--- src/rtl/tmr_pkg.sv ---
// Shared constants for the timer channel: register addresses and event layout.
package tmr_pkg;
    localparam int unsigned ADDR_W    = 4;
    localparam int unsigned NUM_MATCH = 3;
    localparam int unsigned NUM_EVT   = NUM_MATCH + 1;

    localparam logic [ADDR_W-1:0] A_CTRL   = 4'd0;
    localparam logic [ADDR_W-1:0] A_CLK    = 4'd1;
    localparam logic [ADDR_W-1:0] A_PSCODE = 4'd2;
    localparam logic [ADDR_W-1:0] A_INTV   = 4'd3;
    localparam logic [ADDR_W-1:0] A_CMP0   = 4'd4;
    localparam logic [ADDR_W-1:0] A_IEN    = 4'd7;
    localparam logic [ADDR_W-1:0] A_STAT   = 4'd8;
    localparam logic [ADDR_W-1:0] A_COUNT  = 4'd9;

    // Control word bit positions
    localparam int unsigned C_RUN  = 0;
    localparam int unsigned C_MODE = 1;
    localparam int unsigned C_WEN  = 2;
    localparam int unsigned C_POL  = 3;
    localparam int unsigned C_CLR  = 4;
endpackage

--- src/rtl/tmr_prescaler.sv ---
// Prescaler: emits one count step every 2^(exp+1) clocks when enabled,
// every clock when disabled. Assumes run/clr come from the register block;
// the phase counter restarts whenever the counter is stopped or cleared.
module tmr_prescaler #(
    parameter int unsigned EXP_W = 4,
    localparam int unsigned PW   = 2 ** EXP_W
) (
    input  logic             clk,
    input  logic             rst_n,
    input  logic             run,
    input  logic             clr,
    input  logic             ps_en,
    input  logic [EXP_W-1:0] ps_exp,
    output logic             tick
);
    logic [PW-1:0] phase;
    logic [PW:0]   span;
    logic [PW-1:0] last;

    // Division ratio 2^(exp+1) and its terminal phase value
    always_comb begin
        span = {{PW{1'b0}}, 1'b1} << ({1'b0, ps_exp} + (EXP_W+1)'(1));
        last = PW'(span - (PW+1)'(1));
    end

    assign tick = run && (!ps_en || (phase == last));

    // Phase counter that rolls over on every step
    always_ff @(posedge clk) begin
        if (!rst_n || !run || clr || tick) begin
            phase <= '0;
        end else begin
            phase <= phase + PW'(1);
        end
    end
endmodule

--- src/rtl/tmr_core.sv ---
// Count engine: counter with free-running/interval wrap, compare detection
// and waveform level. Assumes tick is already qualified by the run state.
module tmr_core #(
    parameter int unsigned CNT_W     = 16,
    parameter int unsigned NUM_MATCH = 3
) (
    input  logic                            clk,
    input  logic                            rst_n,
    input  logic                            run,
    input  logic                            tick,
    input  logic                            clr,
    input  logic                            intv_mode,
    input  logic                            pol,
    input  logic [CNT_W-1:0]                intv,
    input  logic [NUM_MATCH-1:0][CNT_W-1:0] cmp,
    output logic [CNT_W-1:0]                count,
    output logic                            wave_lvl,
    output logic [NUM_MATCH:0]              evt
);
    logic                 wrap;
    logic [NUM_MATCH-1:0] hit;

    // Wrap condition depends on the selected mode
    assign wrap = intv_mode ? (count == intv) : (count == {CNT_W{1'b1}});

    // One comparator per compare register
    for (genvar i = 0; i < NUM_MATCH; i++) begin : g_cmp
        assign hit[i]    = tick && (count == cmp[i]);
        assign evt[i+1]  = hit[i];
    end
    assign evt[0] = tick && wrap;

    // Counter: forced clear first, then step or wrap
    always_ff @(posedge clk) begin
        if (!rst_n || clr) begin
            count <= '0;
        end else if (tick) begin
            count <= wrap ? '0 : count + CNT_W'(1);
        end
    end

    // Waveform level: preset to polarity when stopped, flips on compare 0
    always_ff @(posedge clk) begin
        if (!rst_n) begin
            wave_lvl <= 1'b0;
        end else if (!run) begin
            wave_lvl <= pol;
        end else if (hit[0]) begin
            wave_lvl <= ~wave_lvl;
        end
    end
endmodule

--- src/rtl/tmr_regs.sv ---
// Register file: control, clock setup, interval, compares, interrupt enable
// and write-one-to-clear status. Timing configuration is locked while running.
module tmr_regs
    import tmr_pkg::*;
#(
    parameter int unsigned CNT_W = 16,
    parameter int unsigned EXP_W = 4
) (
    input  logic                            clk,
    input  logic                            rst_n,
    input  logic                            reg_wr,
    input  logic [ADDR_W-1:0]               reg_addr,
    input  logic [CNT_W-1:0]                reg_wdata,
    output logic [CNT_W-1:0]                reg_rdata,
    input  logic [CNT_W-1:0]                count,
    input  logic [NUM_EVT-1:0]              evt,
    output logic                            run,
    output logic                            intv_mode,
    output logic                            wave_en,
    output logic                            pol,
    output logic                            cnt_clr,
    output logic                            ps_en,
    output logic [EXP_W-1:0]                ps_exp,
    output logic [CNT_W-1:0]                intv,
    output logic [NUM_MATCH-1:0][CNT_W-1:0] cmp,
    output logic [NUM_EVT-1:0]              ien,
    output logic [NUM_EVT-1:0]              stat
);
    localparam logic [EXP_W:0] PS_OFF_CODE = (EXP_W+1)'(2 ** EXP_W);

    logic wr_ctrl, cfg_ok;
    logic [EXP_W:0] ps_code;

    assign wr_ctrl = reg_wr && (reg_addr == A_CTRL);
    assign cfg_ok  = reg_wr && !run;
    assign cnt_clr = wr_ctrl && reg_wdata[C_CLR];

    // Control fields, always writable so software can stop the counter
    always_ff @(posedge clk) begin
        if (!rst_n) begin
            {run, intv_mode, wave_en, pol} <= '0;
        end else if (wr_ctrl) begin
            run       <= reg_wdata[C_RUN];
            intv_mode <= reg_wdata[C_MODE];
            wave_en   <= reg_wdata[C_WEN];
            pol       <= reg_wdata[C_POL];
        end
    end

    // Clock setup and interval, accepted only while stopped
    always_ff @(posedge clk) begin
        if (!rst_n) begin
            ps_en  <= 1'b0;
            ps_exp <= '0;
            intv   <= '0;
        end else if (cfg_ok) begin
            if (reg_addr == A_CLK) begin
                ps_en  <= reg_wdata[0];
                ps_exp <= reg_wdata[EXP_W:1];
            end
            if (reg_addr == A_INTV) begin
                intv <= reg_wdata;
            end
        end
    end

    // Compare registers, one per generate slot, locked while running
    for (genvar i = 0; i < NUM_MATCH; i++) begin : g_cmp_reg
        always_ff @(posedge clk) begin
            if (!rst_n) begin
                cmp[i] <= '0;
            end else if (cfg_ok && (reg_addr == A_CMP0 + ADDR_W'(i))) begin
                cmp[i] <= reg_wdata;
            end
        end
    end

    // Interrupt enables
    always_ff @(posedge clk) begin
        if (!rst_n) begin
            ien <= '0;
        end else if (reg_wr && (reg_addr == A_IEN)) begin
            ien <= reg_wdata[NUM_EVT-1:0];
        end
    end

    // Sticky status: new events win over a clear in the same cycle
    always_ff @(posedge clk) begin
        if (!rst_n) begin
            stat <= '0;
        end else if (reg_wr && (reg_addr == A_STAT)) begin
            stat <= (stat & ~reg_wdata[NUM_EVT-1:0]) | evt;
        end else begin
            stat <= stat | evt;
        end
    end

    assign ps_code = ps_en ? {1'b0, ps_exp} : PS_OFF_CODE;

    // Read-back multiplexer
    always_comb begin
        reg_rdata = '0;
        case (reg_addr)
            A_CTRL:   reg_rdata = CNT_W'({pol, wave_en, intv_mode, run});
            A_CLK:    reg_rdata = CNT_W'({ps_exp, ps_en});
            A_PSCODE: reg_rdata = CNT_W'(ps_code);
            A_INTV:   reg_rdata = intv;
            A_IEN:    reg_rdata = CNT_W'(ien);
            A_STAT:   reg_rdata = CNT_W'(stat);
            A_COUNT:  reg_rdata = count;
            default: begin
                for (int i = 0; i < NUM_MATCH; i++) begin
                    if (reg_addr == A_CMP0 + ADDR_W'(i)) begin
                        reg_rdata = cmp[i];
                    end
                end
            end
        endcase
    end
endmodule

--- src/rtl/tmr_channel.sv ---
// Timer channel top: joins the register file, prescaler and count engine and
// forms the interrupt and waveform outputs. Assumes a single clock domain.
module tmr_channel
    import tmr_pkg::*;
#(
    parameter int unsigned CNT_W = 16,
    parameter int unsigned EXP_W = 4
) (
    input  logic              clk,
    input  logic              rst_n,
    input  logic              reg_wr,
    input  logic [ADDR_W-1:0] reg_addr,
    input  logic [CNT_W-1:0]  reg_wdata,
    output logic [CNT_W-1:0]  reg_rdata,
    output logic              irq,
    output logic              wave_out,
    output logic              running
);
    logic                            run_q, mode_q, wen_q, pol_q, cnt_clr;
    logic                            ps_en, tick, wave_lvl;
    logic [EXP_W-1:0]                ps_exp;
    logic [CNT_W-1:0]                count, intv_q;
    logic [NUM_MATCH-1:0][CNT_W-1:0] cmp_q;
    logic [NUM_EVT-1:0]              ien_q, stat_q, evt;

    tmr_regs #(.CNT_W(CNT_W), .EXP_W(EXP_W)) u_regs (
        .clk(clk), .rst_n(rst_n), .reg_wr(reg_wr), .reg_addr(reg_addr),
        .reg_wdata(reg_wdata), .reg_rdata(reg_rdata), .count(count), .evt(evt),
        .run(run_q), .intv_mode(mode_q), .wave_en(wen_q), .pol(pol_q),
        .cnt_clr(cnt_clr), .ps_en(ps_en), .ps_exp(ps_exp), .intv(intv_q),
        .cmp(cmp_q), .ien(ien_q), .stat(stat_q)
    );

    tmr_prescaler #(.EXP_W(EXP_W)) u_ps (
        .clk(clk), .rst_n(rst_n), .run(run_q), .clr(cnt_clr),
        .ps_en(ps_en), .ps_exp(ps_exp), .tick(tick)
    );

    tmr_core #(.CNT_W(CNT_W), .NUM_MATCH(NUM_MATCH)) u_core (
        .clk(clk), .rst_n(rst_n), .run(run_q), .tick(tick), .clr(cnt_clr),
        .intv_mode(mode_q), .pol(pol_q), .intv(intv_q), .cmp(cmp_q),
        .count(count), .wave_lvl(wave_lvl), .evt(evt)
    );

    assign irq      = |(stat_q & ien_q);
    assign wave_out = wen_q && wave_lvl;
    assign running  = run_q;
endmodule

--- config.mk ---
export PLATFORM = sky130hd
export DESIGN_NAME = tmr_channel
export DESIGN_NICKNAME = d
export VERILOG_FILES = /design/src/rtl/tmr_pkg.sv /design/src/rtl/tmr_prescaler.sv /design/src/rtl/tmr_core.sv /design/src/rtl/tmr_regs.sv /design/src/rtl/tmr_channel.sv
export SDC_FILE = /design/constraint.sdc
export NUM_CORES = 1
export LEC_CHECK = 0
export ABC_AREA = 1
export BUFFER_PORTS_ARGS = -buffer_cell sky130_fd_sc_hd__buf_4
export CAP_MARGIN = 20
export CORE_MARGIN = 4
export CORE_UTILIZATION = 45
export CTS_BUF_LIST = sky130_fd_sc_hd__clkbuf_8 sky130_fd_sc_hd__clkbuf_16
export CTS_CLUSTER_SIZE = 30
export DETAILED_ROUTE_END_ITERATION = 10
export HOLD_SLACK_MARGIN = 0.03
export PLACE_DENSITY = 0.64
export SLEW_MARGIN = 20
export SYNTH_ARGS = -nofsm -noshare
export SYNTH_HDL_FRONTEND = slang
export SYNTH_HIERARCHICAL = 1
export SYNTH_SLANG_ARGS = --single-unit
--- constraint.sdc ---
create_clock -name clk -period 3.4 [get_ports clk]
set_clock_uncertainty 0.15 [all_clocks]
set_input_delay 0.68 -clock clk [delete_from_list [all_inputs] [get_ports clk]]
set_output_delay 0.68 -clock clk [all_outputs]
set_load 0.01 [all_outputs]
# Word-level counts from Yosys, hierarchy flattened
# Index checks and enable logic that the tools add are counted.
# W data, S select, Z words.
[word_totals] input_bits=23 elab_cells=78 regBits=114 out_inout_bits=19
[classes] reduce_logical=26 n_bitwise=6 n_shift=1 muxes=10 eq_ne=16 add_sub_neg=4
[ops] operator="$pmux W16 S7" n=1
[ops] operator="$eq A16 B16 Y1" n=5
[ops] operator="$mux W16" n=4
[ops] operator="$add A16 B1 Y16 const B" n=2
[ops] operator="$eq A16 B16 Y1 const B" n=1
[ops] operator="$eq A4 B3 Y1 const B" n=4
[ops] operator="$shl A1 B5 Y16 const A" n=1
[ops] operator="$sub A16 B1 Y16 const B" n=1
[ops] operator="$logic_and A1 B1 Y1" n=14
[ops] operator="$and A4 B4 Y4" n=2
[ops] operator="$eq A4 B2 Y1 const B" n=2
[ops] operator="$eq A4 B4 Y1 const B" n=2
[ops] operator="$or A4 B4 Y4" n=2
[ops] operator="$add A4 B1 Y5 const B" n=1
[ops] operator="$logic_or A1 B1 Y1" n=5
[ops] operator="$mux W5" n=1
[ops] operator="$eq A4 B1 Y1 const B" n=1
[ops] operator="$logic_not A4 Y1" n=1
[ops] operator="$mux W4" n=1
[ops] operator="$not A4 Y4" n=1
[ops] operator="$reduce_and A2 Y1" n=2
[ops] operator="$reduce_or A4 Y1" n=1
[ops] operator="$logic_not A1 Y1" n=3
[ops] operator="$mux W1" n=3
[ops] operator="2 further kinds" n=2

# Depth between registers and ports, before layout
# Gate-level depths: netlist of the first run.
[depth] word_depth=9 depth_mapped=24 mapped_depth_nobuf=23

# Hierarchy
# The synthesis of the first run kept the hierarchy.
[modules_own_cells] mod="tmr_regs" instances=1 cells_per_inst=640 area_each_um2=4151.5 seq_area_each_um2=1621.6
[modules_own_cells] mod="tmr_core" instances=1 cells_per_inst=357 area_each_um2=2047.0 seq_area_each_um2=340.3
[modules_own_cells] mod="tmr_prescaler" instances=1 cells_per_inst=211 area_each_um2=1267.5 seq_area_each_um2=320.3
[modules_own_cells] mod="tmr_channel" instances=1 cells_per_inst=11 area_each_um2=41.3 seq_area_each_um2=0.0

# Worst setup path before layout of the first run
# OpenSTA, ideal clock, no wires.
[synth_timing] path_kind="register to register" startpoint="register u_regs.ps_exp[1]" endpoint="register u_core.count[14]" path_slack_ns=0.413 stages_incl_launch_ff=21 arrival_ns=2.720 n_path_buf=1 setup_time_ns=0.116 synth_period_minus_slack_ns=2.987 path_cell_list="dfxtp_1 -> nor2_1 -> nand3_1 -> ha_1 -> nor2_1 -> nor2_1 -> o21ai_0 -> nor2_1 -> nand3_1 -> nor2_1 -> nand2_1 -> nor2_1 -> nand2_2 -> a21boi_0 -> clkbuf_8 -> nand2_1 -> nor3_1 -> nand2_1 -> nor3_1 -> xor2_1 -> nor2_2"
[synth_between] elab_chain_len=6
[synth_lines] element="start, declared" line="tmr_regs.sv:23" text="output logic [EXP_W-1:0] ps_exp,"
[synth_lines] element="start signal, assigned" line="tmr_regs.sv:59" text="ps_exp <= reg_wdata[EXP_W:1];"
[synth_lines] element="$add A4 B1 Y5" line="tmr_prescaler.sv:22" text="span = {{PW{1'b0}}, 1'b1} << ({1'b0, ps_exp} + (EXP_W+1)'(1));"
[synth_lines] element="$shl A1 B5 Y16" line="tmr_prescaler.sv:22"
[synth_lines] element="$sub A16 B1 Y16" line="tmr_prescaler.sv:23" text="last = PW'(span - (PW+1)'(1));"
[synth_lines] element="$eq A16 B16 Y1" line="tmr_prescaler.sv:26" text="assign tick = run && (!ps_en || (phase == last));"
[synth_lines] element="$logic_or A1 B1 Y1" line="tmr_prescaler.sv:26"
[synth_lines] element="$logic_and A1 B1 Y1" line="tmr_prescaler.sv:26"
[synth_lines] element="via tick" line="tmr_channel.sv:20" text="logic ps_en, tick, wave_lvl;"
[synth_lines] element="end signal, assigned" line="tmr_core.sv:38" text="count <= wrap ? '0 : count + CNT_W'(1);"
[synth_lines] element="end, declared" line="tmr_core.sv:16" text="output logic [CNT_W-1:0] count,"
# The timed path passes the listed nets, and every way through them passes these cells.
# A chain may end at the register's enable or synchronous reset.

# Final worst setup path of the first run
# Ends and elaborated chain as after synthesis.

==> flow_summary.yaml, run 1 <==
worst_setup_path:
  slowest_stage: "dfxtp_1"
  cp-end-kind: "flop"
  path_class: "reg -> reg"
  cp_max_fo: 7
  crit_path_frequent_cell: "nor2_1"
  worst-path-buf-inv: 2
  cpLargestDelayFamily: "simple AND/OR/NAND/NOR gates"
  crit_start: "u_regs/ps_exp[1]$_SDFFE_PN0P_"
  critPathMaxStageDelay_ps: 310
  cp_data_required_time_ps: 3550
  cp_num_cells: 21
  reg2reg_from: "u_regs/ps_exp[1]$_SDFFE_PN0P_"
  reg2reg_slack_ps: 340
  cp.arrival_ps: 3220
  r2r-end: "u_core/count[14]$_SDFFE_PP0P_"
  cp-endpoint: "u_core/count[14]$_SDFFE_PP0P_"
  worst_setup_path_start_kind: "flop"
  cp_cell_sequence: "nor2_2 > nand3_1 > ha_1 > nor2_1 > nor2_1 > o21ai_0 > nor2_1 > nand3_1 > nor2_1 > nand2_1 > nor2_2 > nand2_2 > a21boi_2 > buf_6 > buf_6 > nand2_2 > nor3_2 > nand2_1 > nor3_2 > xor2_1 > nor2_2"
  r2r_cells: 21
clock_network:
  clk_latency_ps: 420
  clock-sinks: 114
  clockBufferDepth: 2
  cts_tree: "done"
  htreeDepth: 4
  clk_pin_slew_worst_paths_ps: 50
  cts_root_buf: "clkbuf_16"
  cts_buffers: 17
  hold_buffers: 0
power_and_ir_drop:
  peakVddDrop_v: 0.000362
  pwr_density_cell_mw_per_mm2: 399
  p_leak_nw: 3.65
  internal-power_mw: 2.58
  clkPwrFrac_pct: 52.8
  seq_power_share_pct: 40.2
  swShare_pct: 24.4
  p_sw_mw: 0.831
  combPwrFrac_pct: 7.0
global_routing:
  grt.overflow.total: 0
  grtUsageTotal_pct: 26.0
  antenna_found_initial: 0
  grt_pass1_wl_mm: 37.9
  grt_pass1_vias: 7046
  grt_max_degree: 57
die:
  die_h_um: 137
  die-area_mm2: 0.0188
  core_mm2: 0.0161
  die_w_um: 137
  rows: 46
  ioPinCount: 42
  start_util_pct: 46.6
timing:
  slew_headroom_pct: 53.8
  rsz0062_at_grt: "false"
  fin_crit_ps: 3060
  finalMaxSlewViolations: 0
  setup_viol_count_final: 0
  tightestPinTransition_ps: 693
  hold_viol_final: 0
  fmax_mhz: 326
  fin_crit_sh_pct: 90.1
  setup_tns_ps: 0
final_layout:
  n_fill_cell: 1671
  fin_cells: 1477
  drive_gt1_share_pct: 12.7
  seqCellArea_mm2: 0.00228
  syn2layout_area_growth_pct: 13.9
  multi_input_area_mm2: 0.00435
  nets: 1274
  n_antenna_cell: 0
logic_synthesis:
  seq_area_frac_synth_pct: 30.4
  syn-instance-count: 1219
  synthesis.area_mm2: 0.00751
  yosysWarnings: 6
  synth-edff-count: 0
  synth-seq-cells: 114
  syn_area_per_cell_um2: 6.16
  post_synth_num_cell_types: 42
  async_reset_ff_share_pct: 0
  synthFlopType: "dfxtp_1"
  syn_nets: 1245
route:
  route.met3.wl_mm: 1.90
  routed-wl-met2_mm: 10.7
  antenna_left: 0
  viasPerCell: 5.30
  drt_iter0_drc: 780
  post_drt_wl_per_cell_um: 16.2
  drc: 0
  drt-pass1-iter-count: 8
  met1_length_mm: 10.8
  top_layer: "met4"
  via_count: 7824
  drt-total-wl_mm: 23.9
hold_path:
  hold_path.class: "reg -> reg"
place:
  port_buffers: 41
  place.gp.congestion: 0.941
  place_inst: 1443
  dp_hpwl_mm: 16.9
job:
  drv_cap: 0
status:
  status: "finished, final reports clean"
## cell usage after synthesis, types with 2 or more instances
cell type,instances,share of area [%]
clkinv_1,2,0.10
nor3_1,9,0.60
nor2_4,5,0.75
o21ai_1,5,0.33
or2_2,3,0.25
buf_6,13,1.9
clkbuf_1,14,0.70
buf_4,2,0.20
nand2_1,361,18
a21oi_1,71,4.7
nand2_2,7,0.58
nand3b_1,2,0.20
nand3_1,130,8.7
nand4_1,18,1.5
o21ai_2,5,0.58
o22ai_1,6,0.50
o21ai_0,18,1.2
nor2_2,14,1.2
nor2_1,168,8.4
ha_1,3,0.50
clkbuf_2,2,0.13
inv_2,8,0.40
xnor2_1,7,0.82
nand3_2,10,1.3
o2111ai_1,2,0.23
a221oi_1,5,0.58
buf_2,23,1.5
inv_1,136,6.8
nor4_1,4,0.33
xor2_1,41,4.8
dfxtp_1,114,30
## layout by cell type, fill, tap and decap left out, types with 10 or more instances in the layout
master,count
o21ai_0,18
nand3_1,130
clkbuf_16,17
nor2_1,166
nor2_2,16
nand2_1,360
buf_4,63
nand4_1,18
nand3_2,10
a21oi_1,69
dfxtp_1,112
inv_1,138
xor2_1,41
## power groups by stage
stage | Sequential, mW | Clock (mW) | Combinational, mW
final | 1.37 | 1.80 | 0.239
after global routing | 1.37 | 1.88 | 0.260
after CTS | 1.37 | 1.82 | 0.232
after detailed placement | 1.40 | 0 | 0.231
after global placement | 1.40 | 0 | 0.231
after floorplan | 1.39 | 0 | 0.152
## worst min path at each step
stage	from	cells after the start	slack, ps	to
2_1_floorplan	u_ps/phase[0]$_SDFF_PP0_	1	280	u_ps/phase[0]$_SDFF_PP0_
3_3_place_gp	u_ps/phase[0]$_SDFF_PP0_	1	310	u_ps/phase[0]$_SDFF_PP0_
3_5_place_dp	u_ps/phase[0]$_SDFF_PP0_	1	310	u_ps/phase[0]$_SDFF_PP0_
4_1_cts	u_ps/phase[0]$_SDFF_PP0_	1	320	u_ps/phase[0]$_SDFF_PP0_
5_1_grt	u_ps/phase[0]$_SDFF_PP0_	1	340	u_ps/phase[0]$_SDFF_PP0_
6_report	u_ps/phase[0]$_SDFF_PP0_	1	310	u_ps/phase[0]$_SDFF_PP0_
## metal layers
metal / up-vias / GRT usage (%)
met3: 35 / 5.70
met5: - / 0
met2: 318 / 41.1
li1: 3891 / -
met4: 0 / 7.65
met1: 3580 / 35.5
## cell families after synthesis
group | Yosys count | share of synthesized area [%]
other cells | 1 | 0.0500
buf+inv | 201 | 12.0
compound gates | 117 | 8.70
simple gates | 734 | 42.4
flops | 114 | 30.4
xor+xnor | 49 | 5.90
fa+ha+maj | 3 | 0.500
## timing repair
action | 4_1_cts | 5_1_grt
endpoints found under the setup margin | 0 | 10
gates resized for setup | 0 | 16
setup buffers | 0 | 2
## stage by stage
| stage | area [um2] | utilization (%) | hold WS (ps) | setup slack (ps) | power (mW) |
|---|---|---|---|---|---|
| final | 8550 | 53.0 | 314 | 335 | 3.41 |
| after global routing | 8550 | 53.0 | 342 | 14.7 | 3.52 |
| after CTS | 8480 | 52.6 | 319 | 236 | 3.43 |
| after detailed placement | 7900 | 49.0 | 310 | 277 | 1.63 |
| after global placement | 7900 | 49.0 | 305 | 322 | 1.63 |
| after floorplan | 7510 | - | 280 | 413 | 1.54 |
## state kept, by name (all words and copies together) (netlist names)
register          cells
u_regs/ps_en          1
u_regs/intv          16
u_regs/stat           4
u_ps/phase           16
u_regs/intv_mode      1
u_regs/run            1
u_regs/ps_exp         4
u_regs/wave_en        1
u_core/wave_lvl       1
u_core/count         16
u_regs/ien            4
u_regs/pol            1
u_regs/cmp           48
## worst reg2reg max path: stages (launching register included)
cell      delay, ps
dfxtp_1         310
nor2_2          130
nand3_1          80
ha_1            290
nor2_1           40
nor2_1           90
o21ai_0          80
nor2_1          120
nand3_1          90
nor2_1           90
nand2_1          60
nor2_2          110
nand2_2         100
a21boi_2        140
buf_6           130
buf_6           130
nand2_2          80
nor3_2          160
nand2_1         110
nor3_2          210
xor2_1          180
nor2_2           50
## cell type report
type | instances | area share [%]
Multi-Input combinational cell | 904 | 50.9
Sequential cell | 114 | 26.7
Inverter | 146 | 6.51
Timing Repair Buffer | 65 | 5.80
Clock buffer | 18 | 5.14
Tap cell | 216 | 3.16
Clock inverter | 14 | 1.73
Note: power is estimated with default switching activity, not from simulation.
==> inputs of run 2 (changes only) <==
Settings changed: RECOVER_POWER set to 50.
==> run 2 against run 1 <==
Effect of this change: maximum frequency decreased by 0.73%; sequential share of layout area increased by 0.11 points; critical path type unchanged; worst hold slack about the same; critical path depth unchanged; wire length down 0.44%; largest power group unchanged; total power shrank 0.29%; clock-buffer cell count unchanged; core utilization decreased by 0.23 points; die area unchanged; first-iteration DRC count rose by 0.38%.
==> flow_summary.yaml, run 2 (synthesis results as in run 1) <==
status:
  status: "finished, final reports clean"
power_and_ir_drop:
  combPwrFrac_pct: 6.9
  p_sw_mw: 0.823
  peakVddDrop_v: 0.000361
  pwr_density_cell_mw_per_mm2: 399
  swShare_pct: 24.2
  seq_power_share_pct: 40.3
  internal-power_mw: 2.58
  clkPwrFrac_pct: 52.8
  p_leak_nw: 3.63
worst_setup_path:
  cpLargestDelayFamily: "simple AND/OR/NAND/NOR gates"
  cp_cell_sequence: "nor2_2 > nand3_1 > ha_1 > nor2_1 > nor2_1 > o21ai_0 > nor2_1 > nand3_1 > nor2_1 > nand2_1 > nor2_2 > nand2_2 > a21boi_2 > buf_6 > buf_6 > nand2_2 > nor3_2 > nand2_1 > nor3_2 > xor2_1 > nor2_2"
  worst_setup_path_start_kind: "flop"
  path_class: "reg -> reg"
  cp_data_required_time_ps: 3550
  cp_num_cells: 21
  reg2reg_from: "u_regs/ps_exp[1]$_SDFFE_PN0P_"
  crit_start: "u_regs/ps_exp[1]$_SDFFE_PN0P_"
  r2r_cells: 21
  cp-end-kind: "flop"
  r2r-end: "u_core/count[14]$_SDFFE_PP0P_"
  crit_path_frequent_cell: "nor2_1"
  worst-path-buf-inv: 2
  critPathMaxStageDelay_ps: 310
  slowest_stage: "dfxtp_1"
  cp.arrival_ps: 3240
  reg2reg_slack_ps: 310
  cp_max_fo: 7
  cp-endpoint: "u_core/count[14]$_SDFFE_PP0P_"
clock_network:
  cts_buffers: 17
  cts_root_buf: "clkbuf_16"
  clk_pin_slew_worst_paths_ps: 50
  cts_tree: "done"
  htreeDepth: 4
  clk_latency_ps: 420
  clockBufferDepth: 2
  clock-sinks: 114
final_layout:
  drive_gt1_share_pct: 12.0
  regMostFlops: "u_regs/cmp"
  final_common_cell: "nand2_1"
  final_cell_mix: "nand2_1, nor2_1, inv_1"
  n_antenna_cell: 0
  n_fill_cell: 1679
  largest_reg_flops: 48
  fin_cells: 1477
  syn2layout_area_growth_pct: 13.4
  final_area_mm2: 0.00851
  nets: 1274
route:
  drc: 0
  antenna_left: 0
  drt-pass1-iter-count: 6
  top_layer: "met4"
  met1_length_mm: 10.7
  drt-total-wl_mm: 23.8
  route.met3.wl_mm: 1.88
  viasPerCell: 5.26
  post_drt_wl_per_cell_um: 16.1
  routed-wl-met2_mm: 10.7
  via_count: 7764
  drt_iter0_drc: 783
die:
  rows: 46
  die_w_um: 137
  start_util_pct: 46.6
  core_mm2: 0.0161
  die-area_mm2: 0.0188
  die_h_um: 137
  ioPinCount: 42
place:
  dp_hpwl_mm: 16.9
  port_buffers: 41
  dp_slack_ps: 277
  place.gp.congestion: 0.941
  place_area_mm2: 0.00790
  place_inst: 1443
timing:
  hold_viol_final: 0
  setup_viol_count_final: 0
  worst_slack_ps: 313
  finalMaxSlewViolations: 0
  slew_headroom_pct: 14.4
  setup_tns_ps: 0
  rsz0062_at_grt: "false"
  fin_crit_ps: 3090
  tightestPinTransition_ps: 1280
  fmax_mhz: 324
  fin_crit_sh_pct: 90.8
global_routing:
  grt_pass1_wl_mm: 37.9
  grt_max_degree: 57
  grt.overflow.total: 0
  antenna_found_initial: 0
  grt_pass1_vias: 7046
  grtUsageTotal_pct: 26.0
hold_path:
  min_path_cells: 1
  hp-start: "u_ps/phase[0]$_SDFF_PP0_"
  hold_path.class: "reg -> reg"
job:
  drv_cap: 0
==> run 2: cell count changes in the layout (fill, tap and decap cells not counted), sizes merged <==
cell,previous run,this run
clkbuf,18,24
buf,65,59
==> run 2: worst reg2reg max path, cell delays in order, from the launching register on <==
cell and delay (ps):
dfxtp_1 310, nor2_2 130, nand3_1 90, ha_1 290, nor2_1 40, nor2_1 90
o21ai_0 80, nor2_1 120, nand3_1 90, nor2_1 90, nand2_1 60, nor2_2 110
nand2_2 100, a21boi_2 140, buf_6 130, buf_6 130, nand2_2 80, nor3_2 170
nand2_1 110, nor3_2 210, xor2_1 180, nor2_2 50
==> run 2: how the worst min path moves through the flow <==
stage | to | slack (ps)
after floorplan | u_ps/phase[0]$_SDFF_PP0_ | 280
after global placement | u_ps/phase[0]$_SDFF_PP0_ | 310
after detailed placement | u_ps/phase[0]$_SDFF_PP0_ | 310
after CTS | u_ps/phase[0]$_SDFF_PP0_ | 320
after global routing | u_ps/phase[0]$_SDFF_PP0_ | 340
final | u_ps/phase[0]$_SDFF_PP0_ | 310
==> run 2: layer usage <==
metal | track usage, % | up-vias
met3 | 5.70 | 34
met5 | 0 | -
met2 | 41.1 | 318
met4 | 7.65 | 0
met1 | 35.5 | 3520
li1 | - | 3892
==> run 2: repair_timing <==
item | in CTS | in global routing
endpoints found under the hold margin | 0 | 0
buffers inserted | 0 | 2
resized for setup | 0 | 16
endpoints found under the setup margin | 0 | 10
hold buffers | 0 | 0
==> run 2: final cells by class <==
class                      instances  area (um2)  share of cell area, %
sequential                       114        2280                   26.8
tap                              216         270                   3.18
multi-input combinational        904        4340                   51.0
clock inverter                    14         148                   1.73
clock buffer                      18         439                   5.16
inverter                         146         557                   6.54
timing repair buffer              65         474                   5.57
==> run 2: per-stage QoR <==
stage,power [mW],utilization [%],hold slack [ps]
after floorplan,1.54,-,280
after global placement,1.63,49.0,305
after detailed placement,1.63,49.0,310
after CTS,3.43,52.6,319
after global routing,3.51,52.8,342
final,3.40,52.8,314
==> run 2: power groups by stage <==
| stage | Combinational (mW) | Clock (mW) | Sequential [mW] |
|---|---|---|---|
| global placement | 0.231 | 0 | 1.40 |
| CTS | 0.232 | 1.82 | 1.37 |
| finish | 0.235 | 1.79 | 1.37 |
| detailed placement | 0.231 | 0 | 1.40 |
| floorplan | 0.152 | 0 | 1.39 |
| global route | 0.257 | 1.88 | 1.37 |
